[src/rtl/wdk_pkg.sv]
package wdk_pkg;

    localparam int CNT_W  = 12;
    localparam int DATA_W = 32;
    localparam int ADDR_W = 2;
    localparam int KEY_W  = 8;
    localparam logic [KEY_W-1:0] RESTART_KEY = 8'hA5;

    localparam logic [ADDR_W-1:0] REG_CTRL = 2'd0;
    localparam logic [ADDR_W-1:0] REG_MODE = 2'd1;
    localparam logic [ADDR_W-1:0] REG_STAT = 2'd2;

    typedef struct packed {
        logic [CNT_W-1:0] reload;
        logic [CNT_W-1:0] delta;
        logic             irq_en;
        logic             rst_en;
        logic             disable_wd;
        logic             dbg_hold;
        logic             idle_hold;
    } mode_t;

    localparam mode_t MODE_RESET = '{
        reload: 12'hFFF, delta: 12'hFFF, irq_en: 1'b0, rst_en: 1'b1,
        disable_wd: 1'b0, dbg_hold: 1'b0, idle_hold: 1'b0
    };

    function automatic mode_t unpack_mode(input logic [DATA_W-1:0] w);
        mode_t m;
        m.reload     = w[11:0];
        m.irq_en     = w[12];
        m.rst_en     = w[13];
        m.disable_wd = w[15];
        m.delta      = w[27:16];
        m.dbg_hold   = w[28];
        m.idle_hold  = w[29];
        return m;
    endfunction

    function automatic logic [DATA_W-1:0] pack_mode(input mode_t m);
        logic [DATA_W-1:0] w;
        w        = '0;
        w[11:0]  = m.reload;
        w[12]    = m.irq_en;
        w[13]    = m.rst_en;
        w[15]    = m.disable_wd;
        w[27:16] = m.delta;
        w[28]    = m.dbg_hold;
        w[29]    = m.idle_hold;
        return w;
    endfunction

    function automatic logic key_ok(input logic [DATA_W-1:0] w);
        return w[0] && (w[DATA_W-1 -: KEY_W] == RESTART_KEY);
    endfunction

endpackage

[src/rtl/wdk_prescaler.sv]
module wdk_prescaler #(
    parameter int DIV = 128
) (
    input  logic clk,
    input  logic rst,
    input  logic clear,
    input  logic run,
    input  logic slow_tick,
    output logic tick_out
);
    localparam int PW = (DIV > 1) ? $clog2(DIV) : 1;
    localparam logic [PW-1:0] LAST = PW'(DIV - 1);

    logic [PW-1:0] div_q;

    assign tick_out = run && slow_tick && (div_q == LAST);

    always_ff @(posedge clk) begin
        if (rst || clear) begin
            div_q <= '0;
        end else if (run && slow_tick) begin
            div_q <= (div_q == LAST) ? '0 : div_q + 1'b1;
        end
    end

    // a step is never followed directly by another when the divider is above 1
    a_r1_step_spacing: assert property (@(posedge clk) disable iff (rst)
        (DIV > 1 && tick_out) |=> !tick_out);

endmodule

[src/rtl/wdk_regs.sv]
module wdk_regs
    import wdk_pkg::*;
(
    input  logic              clk,
    input  logic              rst,
    input  logic              wr_en,
    input  logic              rd_en,
    input  logic [ADDR_W-1:0] addr,
    input  logic [DATA_W-1:0] wdata,
    input  logic              unf_flag,
    input  logic              err_flag,
    output mode_t             mode_q,
    output logic              mode_load,
    output logic [CNT_W-1:0]  load_value,
    output logic              restart_cmd,
    output logic              status_rd,
    output logic [DATA_W-1:0] rdata
);
    logic  locked_q;
    mode_t mode_new;

    assign mode_new    = unpack_mode(wdata);
    assign mode_load   = wr_en && (addr == REG_MODE) && !locked_q;
    assign load_value  = mode_new.reload;
    assign restart_cmd = wr_en && (addr == REG_CTRL) && key_ok(wdata);
    assign status_rd   = rd_en && (addr == REG_STAT);

    always_ff @(posedge clk) begin
        if (rst) begin
            mode_q   <= MODE_RESET;
            locked_q <= 1'b0;
        end else if (mode_load) begin
            mode_q   <= mode_new;
            locked_q <= 1'b1;
        end
    end

    always_comb begin
        rdata = '0;
        if (addr == REG_MODE) begin
            rdata = pack_mode(mode_q);
        end else if (addr == REG_STAT) begin
            rdata[1:0] = {err_flag, unf_flag};
        end
    end

    // once a mode word is taken, it never changes until reset
    a_r5_mode_locked: assert property (@(posedge clk) disable iff (rst)
        locked_q |=> (locked_q && $stable(mode_q)));

endmodule

[src/rtl/wdk_core.sv]
module wdk_core
    import wdk_pkg::*;
#(
    parameter int DIV = 128
) (
    input  logic             clk,
    input  logic             rst,
    input  mode_t            mode,
    input  logic             mode_load,
    input  logic [CNT_W-1:0] load_value,
    input  logic             restart_cmd,
    input  logic             status_rd,
    input  logic             slow_tick,
    input  logic             dbg_halt,
    input  logic             idle_in,
    output logic             unf_q,
    output logic             err_q,
    output logic             fault_irq,
    output logic             reset_req
);
    logic [CNT_W-1:0] cnt_q;
    logic             live, run, tick;
    logic             win_bad, restart_go, underflow_ev;

    assign live = !mode.disable_wd;
    assign run  = live && !(dbg_halt && mode.dbg_hold) && !(idle_in && mode.idle_hold);

    assign win_bad      = restart_cmd && live && (cnt_q > mode.delta);
    assign restart_go   = restart_cmd && live && !win_bad;
    assign underflow_ev = tick && (cnt_q <= CNT_W'(1)) && !restart_go && !mode_load;

    wdk_prescaler #(.DIV(DIV)) u_div (
        .clk       (clk),
        .rst       (rst),
        .clear     (mode_load || restart_go),
        .run       (run),
        .slow_tick (slow_tick),
        .tick_out  (tick)
    );

    always_ff @(posedge clk) begin
        if (rst) begin
            cnt_q <= MODE_RESET.reload;
        end else if (mode_load) begin
            cnt_q <= load_value;
        end else if (restart_go) begin
            cnt_q <= mode.reload;
        end else if (tick) begin
            cnt_q <= (cnt_q <= CNT_W'(1)) ? mode.reload : cnt_q - 1'b1;
        end
    end

    always_ff @(posedge clk) begin
        if (rst) begin
            unf_q <= 1'b0;
            err_q <= 1'b0;
        end else begin
            unf_q <= underflow_ev || (unf_q && !status_rd);
            err_q <= win_bad      || (err_q && !status_rd);
        end
    end

    assign fault_irq = mode.irq_en && (unf_q || err_q);
    assign reset_req = mode.rst_en && (unf_q || err_q);

    // an early keyed restart leaves the error flag set
    a_r7_window_error: assert property (@(posedge clk) disable iff (rst)
        (restart_cmd && !mode.disable_wd && cnt_q > mode.delta) |=> err_q);

    // stepping out of count 1 without a competing reload flags underflow
    a_r8_underflow: assert property (@(posedge clk) disable iff (rst)
        (tick && cnt_q <= CNT_W'(1) && !restart_cmd && !mode_load) |=> unf_q);

    // a status read with no new event leaves both flags clear
    a_r10_read_clear: assert property (@(posedge clk) disable iff (rst)
        (status_rd && !tick && !restart_cmd) |=> (!unf_q && !err_q));

    // a disabled watchdog holds its count and raises no flag
    a_r11_frozen: assert property (@(posedge clk) disable iff (rst)
        (mode.disable_wd && !mode_load) |=> ($stable(cnt_q) && !$rose(unf_q) && !$rose(err_q)));

endmodule

[src/rtl/wdog_keyed.sv]
module wdog_keyed
    import wdk_pkg::*;
#(
    parameter int PRESCALE = 128
) (
    input  logic              clk,
    input  logic              rst,
    input  logic              slow_tick,
    input  logic              dbg_halt,
    input  logic              idle_in,
    input  logic              wr_en,
    input  logic              rd_en,
    input  logic [ADDR_W-1:0] addr,
    input  logic [DATA_W-1:0] wdata,
    output logic [DATA_W-1:0] rdata,
    output logic              fault_irq,
    output logic              reset_req
);
    mode_t            mode_q;
    logic             mode_load, restart_cmd, status_rd;
    logic [CNT_W-1:0] load_value;
    logic             unf_q, err_q;

    wdk_regs u_regs (
        .clk         (clk),
        .rst         (rst),
        .wr_en       (wr_en),
        .rd_en       (rd_en),
        .addr        (addr),
        .wdata       (wdata),
        .unf_flag    (unf_q),
        .err_flag    (err_q),
        .mode_q      (mode_q),
        .mode_load   (mode_load),
        .load_value  (load_value),
        .restart_cmd (restart_cmd),
        .status_rd   (status_rd),
        .rdata       (rdata)
    );

    wdk_core #(.DIV(PRESCALE)) u_core (
        .clk         (clk),
        .rst         (rst),
        .mode        (mode_q),
        .mode_load   (mode_load),
        .load_value  (load_value),
        .restart_cmd (restart_cmd),
        .status_rd   (status_rd),
        .slow_tick   (slow_tick),
        .dbg_halt    (dbg_halt),
        .idle_in     (idle_in),
        .unf_q       (unf_q),
        .err_q       (err_q),
        .fault_irq   (fault_irq),
        .reset_req   (reset_req)
    );

    // a request output never rises without a flag behind it
    a_r9_req_needs_flag: assert property (@(posedge clk) disable iff (rst)
        (fault_irq || reset_req) |-> (u_core.unf_q || u_core.err_q));

endmodule

[config.mk]
export PLATFORM = sky130hd
export DESIGN_NAME = wdog_keyed
export DESIGN_NICKNAME = d
export VERILOG_FILES = /design/src/rtl/wdk_pkg.sv /design/src/rtl/wdk_prescaler.sv /design/src/rtl/wdk_regs.sv /design/src/rtl/wdk_core.sv /design/src/rtl/wdog_keyed.sv
export SDC_FILE = /design/constraint.sdc
export NUM_CORES = 1
export LEC_CHECK = 0
export BUFFER_PORTS_ARGS = -buffer_cell sky130_fd_sc_hd__buf_4
export CAP_MARGIN = 10
export CORE_MARGIN = 3
export CORE_UTILIZATION = 50
export CTS_CLUSTER_DIAMETER = 50
export DETAILED_ROUTE_END_ITERATION = 10
export MAX_ROUTING_LAYER = met4
export PLACE_DENSITY = 0.75
export SLEW_MARGIN = 5
export SYNTH_ARGS = -nofsm -noshare
export SYNTH_HDL_FRONTEND = slang
export SYNTH_SLANG_ARGS = --single-unit
[constraint.sdc]
create_clock -name clk -period 2.4 [get_ports clk]
set_input_delay 0.24 -clock clk [delete_from_list [all_inputs] [get_ports clk]]
set_output_delay 0.24 -clock clk [all_outputs]
set_load 0.02 [all_outputs]
==> results of run 1 <==
[cell type report]
class                           count  area [um^2]  area share, %
Timing Repair Buffer               90          676           17.4
Multi-Input combinational cell    310         1910           49.1
Inverter                           14         52.6           1.35
Clock inverter                      3         67.6           1.74
Sequential cell                    51         1020           26.3
Clock buffer                        5         68.8           1.77
Tap cell                           72         90.1           2.32
[power by group through the flow]
stage,sequential [mW],combinational [mW],clock [mW]
after floorplan,0.914,0.238,0
after global placement,0.920,0.376,0
after detailed placement,0.921,0.383,0
after CTS,0.902,0.388,0.723
after global routing,0.906,0.431,0.749
final,0.902,0.393,0.709
[critical path, delay by kind of cell (launching register included)]
family | cells | cell delay (ns)
simple gates | 6 | 1.11
flops | 1 | 0.40
buf+inv | 2 | 0.29
fa+ha+maj | 1 | 0.29
compound gates | 1 | 0.08
[kinds of logic (layout without fill, tap and decap cells)]
logic type	count (synthesis)	in the layout	synth area share, %
xor gates and xnor gates	14	14	3.98
AOI/OAI and AO/OA	73	73	15.9
DFF	51	51	33.2
adders and majority gates	15	15	6.10
other	1	3	0.122
and+or+nand+nor	205	205	35.0
buffers and inverters	39	112	5.69
[worst max-delay path by stage]
stage	depth (start not counted)	to	slack [ns]	startpoint
global route	10	u_core.cnt_q[8]	0.01	u_core.cnt_q[0]
floorplan	9	u_core.cnt_q[5]	0.21	u_core.cnt_q[10]
global placement	10	u_core.cnt_q[1]	0.11	u_regs.mode_q[15]
finish	10	u_core.cnt_q[1]	0.12	u_core.cnt_q[0]
CTS	10	u_core.cnt_q[1]	0.06	u_regs.mode_q[15]
detailed placement	10	u_core.cnt_q[1]	-0.02	u_regs.mode_q[15]
[flip-flops by register name, indices dropped and copies added, names as in the netlist]
name	flops
u_core.cnt_q	12
u_core.err_q	1
u_core.u_div.div_q	7
u_core.unf_q	1
u_regs.locked_q	1
u_regs.mode_q	29
[what timing repair did]
item,4_1_cts,5_1_grt
gates resized for setup,2,4
setup endpoints to repair,12,13
pin swaps,0,2
[per-layer routing]
layer,track usage [%],wire length (um),vias up
met1,31.8,3780,1395
li1,-,-,1501
met5,-,0,-
met2,38.6,3990,64
met4,5.90,112,0
met3,3.43,332,12
[cells in the final DEF, fill, tap and decap left out, types with 12 or more instances in the layout]
cell type	n
nor2_1	32
inv_1	14
buf_4	90
nor2b_1	12
a21oi_1	22
nand3b_1	17
ha_1	15
and2_1	28
dfxtp_1	51
nand2_1	69
[through the flow]
stage / area (um^2) / instances / utilization [%]
6_report: 3880 / 545 / 67.6
4_1_cts: 3870 / 545 / 67.4
5_1_grt: 3880 / 545 / 67.6
3_5_place_dp: 3730 / 537 / 64.9
3_3_place_gp: 3730 / 537 / 64.9
2_1_floorplan: 3090 / 400 / -
==> qor.txt, run 1 <==
status - complete, no violations
synthesis-to-layout area growth - 26.2%
CP Capture Type - register
reg-to-reg endpoint - u_core.cnt_q[1]
CTS Hold Bufs - 0
FFs w/ async S/R, synth - 0%
Commonest cells post-synth - nand2_1 (69), dfxtp_1 (51), nor2_1 (32)
Fin Setup TNS - 0 ns
CTS Buf Count - 5
placer congestion estimate - 0.872
Port Buffers - 70
diode count - 0
global-route wire length before repair - 13,800 um
GRT overflow - 0
switching share of power - 26.5%
flops & latches, synth - 51
CP Class - reg -> reg
Worst EP arrival - 2.48 ns
Final WS setup - 0.118 ns
Tot GR Track Use - 24.0%
FP Rows - 27
DRT Wirelength - 8220 um
Min-Delay Endpoint - u_regs.mode_q[7]
Die Ht - 84.5 um
EDFF count, synth - 0
hold_ws - 0.143 ns
CTS sink cnt - 51
count of synthesis-stage warnings from yosys - 0
num ports - 75
syn avg cell area - 7.73 um^2
Hold Crit Class - in -> reg
most frequent cell after synthesis - nand2_1
share of the yosys chip area belonging to registers - 33.2%
RSZ-0062 raised after global routing - no
Max Cap Viol - 0
FF-to-FF path depth - 10
starting density of the core - 53.6%
Crit-path slowest cell - dfxtp_1
Mapped Area - 3080 um^2
Reg power frac - 45.0%
final antenna-violating net count - 0
die area - 7130 um^2
hold_sp - wdata[18]
largest net degree at the start of global routing - 50
CTS tree - built
clock buffer depth - 2
Fin. Hold Viols - 0
clk root buf - clkbuf_8
max-slew violations - 0
Startpoint Class - register
Slew @ Worst Pin - 0.598 ns
PD cells - 516 nW/um^2
Setup Buffers After CTS - 0
Core Box Area - 5740 um^2
filler instances - 525
DR vias/cell - 5.45
via count - 2,972
Pint - 1.47 mW
Clock Pin Slew Worst Setup and Hold Paths - 0.09 ns
Hold Path Stages - 3
top post-synthesis cells by area - dfxtp_1 (33%), nand2_1 (8.4%), ha_1 (6.1%)
nets@finish - 528
Syn Inst Count - 398
Synth top area share - 33.2%
CP cell instances - inv_1 -> ha_1 -> nand4_1 -> nor3_2 -> nor2b_4 -> nor2_1 -> and3_4 -> buf_4 -> and2b_1 -> a22oi_1
combinational power share - 19.6%
Clock Skews - 0.00749 ns
part of the cycle the worst path needs - 95.1%
dpl hpwl - 6010 um
Skew-Pair Late Insertion Delay - 0.31 ns
fmax - 0.438 GHz
crit path time final - 2.28 ns
number of global-route vias before repair - 2,912
DRC viols - 0
crit path max fanout - 9
Routed WL per cell - 15.1 um
initial antenna violation count - 0
final setup fails - 0
worst relative slew slack - 59.8%
worst r2r src - u_core.cnt_q[0]
CTS H-tree depth - 2
r2r setup slk - 0.12 ns
Leakage - 1.80 nW
layout cells sized above 1 - 23.7%
Peak supply drop - 0.000318 V
drt initial violations - 182
slowest stage delay, CP - 0.40 ns
area leader, netlist - dfxtp_1
Net Sw Power - 531 uW
Distinct cells, synth - 50
Overall Power - 2.00 mW
Clk pwr share - 35.4%
Die Wd - 84.5 um
pre-CTS setup slack - -0.0153 ns
Initial DRT Pass Iterations - 4
WP data required - 2.60 ns
main flop type after synthesis - dfxtp_1
Note: power is estimated with default switching activity, not from simulation.
==> run 2: changes to the inputs <==
- CORE_ASPECT_RATIO: unset -> 0.5
==> qor.txt, run 2 (synthesis results as in run 1) <==
initial antenna violation count - 0 (unchanged)
Skew-Pair Late Insertion Delay - 0.30 ns (about the same)
Leakage - 1.83 nW (+1.5%)
DR vias/cell - 5.54 (+1.6%)
number of global-route vias before repair - 2,802 (-3.8%)
Die Ht - 61.5 um (-27%)
Fin Setup TNS - 0 ns (unchanged)
final setup fails - 0 (unchanged)
via count - 3,041 (+2.3%)
Overall Power - 2.02 mW (+0.66%)
nets@finish - 531 (+0.57%)
CTS tree - built
Clock Skews - 0.00904 ns (+0.00155 ns)
Die Wd - 117 um (+38%)
drt initial violations - 267 (+47%)
most common cell after layout, fill and taps aside - buf_4
global-route wire length before repair - 13,400 um (-2.7%)
fmax - 0.443 GHz (+1.1%)
CTS H-tree depth - 2 (unchanged)
largest net degree at the start of global routing - 50 (unchanged)
max reg flops - 29 (unchanged)
die area - 7190 um^2 (+0.80%)
CP cell instances - buf_4 -> or4_4 -> nor2_4 -> and3_4 -> nor2_2 -> a211o_1 -> a211oi_2 -> nor3_1
final antenna-violating net count - 0 (unchanged)
Critical Path Start - u_core.cnt_q[7]
CTS Buf Count - 5 (unchanged)
Initial DRT Pass Iterations - 5 (+1)
reg-to-reg endpoint - u_core.cnt_q[11]
filler instances - 499 (-5.0%)
Startpoint Class - register
crit path time final - 2.26 ns (-0.0254 ns)
Crit-path slowest cell - or4_4
max-slew violations - 0 (unchanged)
status - complete, no violations
Max Cap Viol - 0 (unchanged)
clk root buf - clkbuf_16
worst relative slew slack - 63.3% (+3.5 points)
dpl hpwl - 6210 um (+3.3%)
synthesis-to-layout area growth - 27.9%
Reg with most FFs - u_regs.mode_q
most frequent cells in the layout - buf_4 (92), nand2_1 (69), dfxtp_1 (50)
crit path max fanout - 12 (+3)
hold_ws - 0.154 ns (+0.0112 ns)
clock buffer depth - 2 (unchanged)
Core Box Area - 5710 um^2 (-0.65%)
Design Area, Final - 3940 um^2 (+1.4%)
layout cells sized above 1 - 24.6% (+0.90 points)
FP Rows - 19 (-30%)
CP Capture Type - register
Worst EP arrival - 2.43 ns (-0.05 ns)
Port Buffers - 70 (unchanged)
PD cells - 512 nW/um^2 (-0.71%)
starting density of the core - 53.9% (+0.35 points)
slowest stage delay, CP - 0.54 ns (+0.14 ns)
Hold Crit Class - in -> reg
Routed WL per cell - 15.2 um (+0.70%)
WP data required - 2.57 ns (-0.03 ns)
CP Class - reg -> reg
area of the multi-input gates - 1910 um^2 (+0.20%)
Clock Pin Slew Worst Setup and Hold Paths - 0.07 ns (-0.02 ns)
Fin. Hold Viols - 0 (unchanged)
placer congestion estimate - 0.957 (+9.7%)
Peak supply drop - 0.000340 V (+7.0%)
Reg area - 1020 um^2 (+0.12%)
RSZ-0062 raised after global routing - yes
DRC viols - 0 (unchanged)
Slew @ Worst Pin - 0.549 ns (-0.0494 ns)
placed cell area - 3740 um^2 (+0.44%)
part of the cycle the worst path needs - 94.0% (-1.1 points)
FF-to-FF path depth - 8 (-2)
biggest regs - u_regs.mode_q x29, u_core.cnt_q x12, u_core.u_div.div_q x7
worst r2r src - u_core.cnt_q[7]
Critical Path Sink - u_core.cnt_q[11]
num ports - 75 (unchanged)
CTS sink cnt - 51 (unchanged)
r2r setup slk - 0.14 ns (+0.03 ns)
GRT overflow - 0 (unchanged)
DRT Wirelength - 8340 um (+1.4%)
Tot GR Track Use - 24.8% (+0.79 points)
diode count - 0 (unchanged)
## run 2: changes by cell type in the layout (fill, tap and decap cells not counted), sizes merged
cell | before | now
buf | 90 | 93
clkinvlp | 1 | 2
inv | 14 | 15
bufinv | 2 | 0
## run 2: what timing repair did
item / in CTS / in global routing
hold buffers: 0 / 0
setup buffers: 0 / 1
resized for setup: 0 / 7
endpoints found under the setup margin: 0 / 12
## run 2: stage by stage
stage               setup WS (ns)  std cells  util (%)
CTS                        0.0222        548      68.2
global placement            0.118        540      65.6
global route              -0.0244        549      69.0
finish                      0.143        549      69.0
detailed placement         0.0574        540      65.6
floorplan                   0.210        400         -
## run 2: routing by layer
layer / vias up / track usage, % / routed length, um
met5: - / - / 0
li1: 1511 / - / -
met4: 0 / 4.25 / 34
met3: 5 / 5.59 / 607
met1: 1448 / 34.0 / 3960
met2: 77 / 38.0 / 3740
## run 2: how the worst min path moves through the flow
stage | slack [ns] | end | depth (start not counted) | startpoint
6_report | 0.15 | u_regs.mode_q[6] | 3 | wdata[17]
5_1_grt | 0.17 | u_regs.mode_q[8] | 3 | wdata[19]
4_1_cts | 0.15 | u_regs.mode_q[6] | 3 | wdata[17]
3_5_place_dp | 0.44 | u_regs.mode_q[23] | 2 | u_regs.mode_q[23]
3_3_place_gp | 0.44 | u_regs.mode_q[20] | 2 | u_regs.mode_q[20]
2_1_floorplan | 0.34 | u_regs.mode_q[18] | 2 | rst
## run 2: critical path: cells and delay by family (launching register included)
kind            cells  cell delay, ns
simple gates        5            1.16
compound gates      2            0.53
flops               1            0.31
buf+inv             1            0.15
## run 2: power breakdown
group | internal [mW] | switching (mW) | total [mW]
Combinational | 0.180 | 0.216 | 0.396
Sequential | 0.877 | 0.0238 | 0.901
Clock | 0.390 | 0.330 | 0.720
Total | 1.45 | 0.569 | 2.02
## run 2: area by class of cell
| type | count | share of cell area [%] |
|---|---|---|
| Clock inverter | 3 | 0.604 |
| Timing Repair Buffer | 93 | 18.0 |
| Sequential cell | 51 | 26.0 |
| Tap cell | 73 | 2.32 |
| Clock buffer | 5 | 3.18 |
| Inverter | 14 | 1.33 |
| Multi-Input combinational cell | 310 | 48.6 |
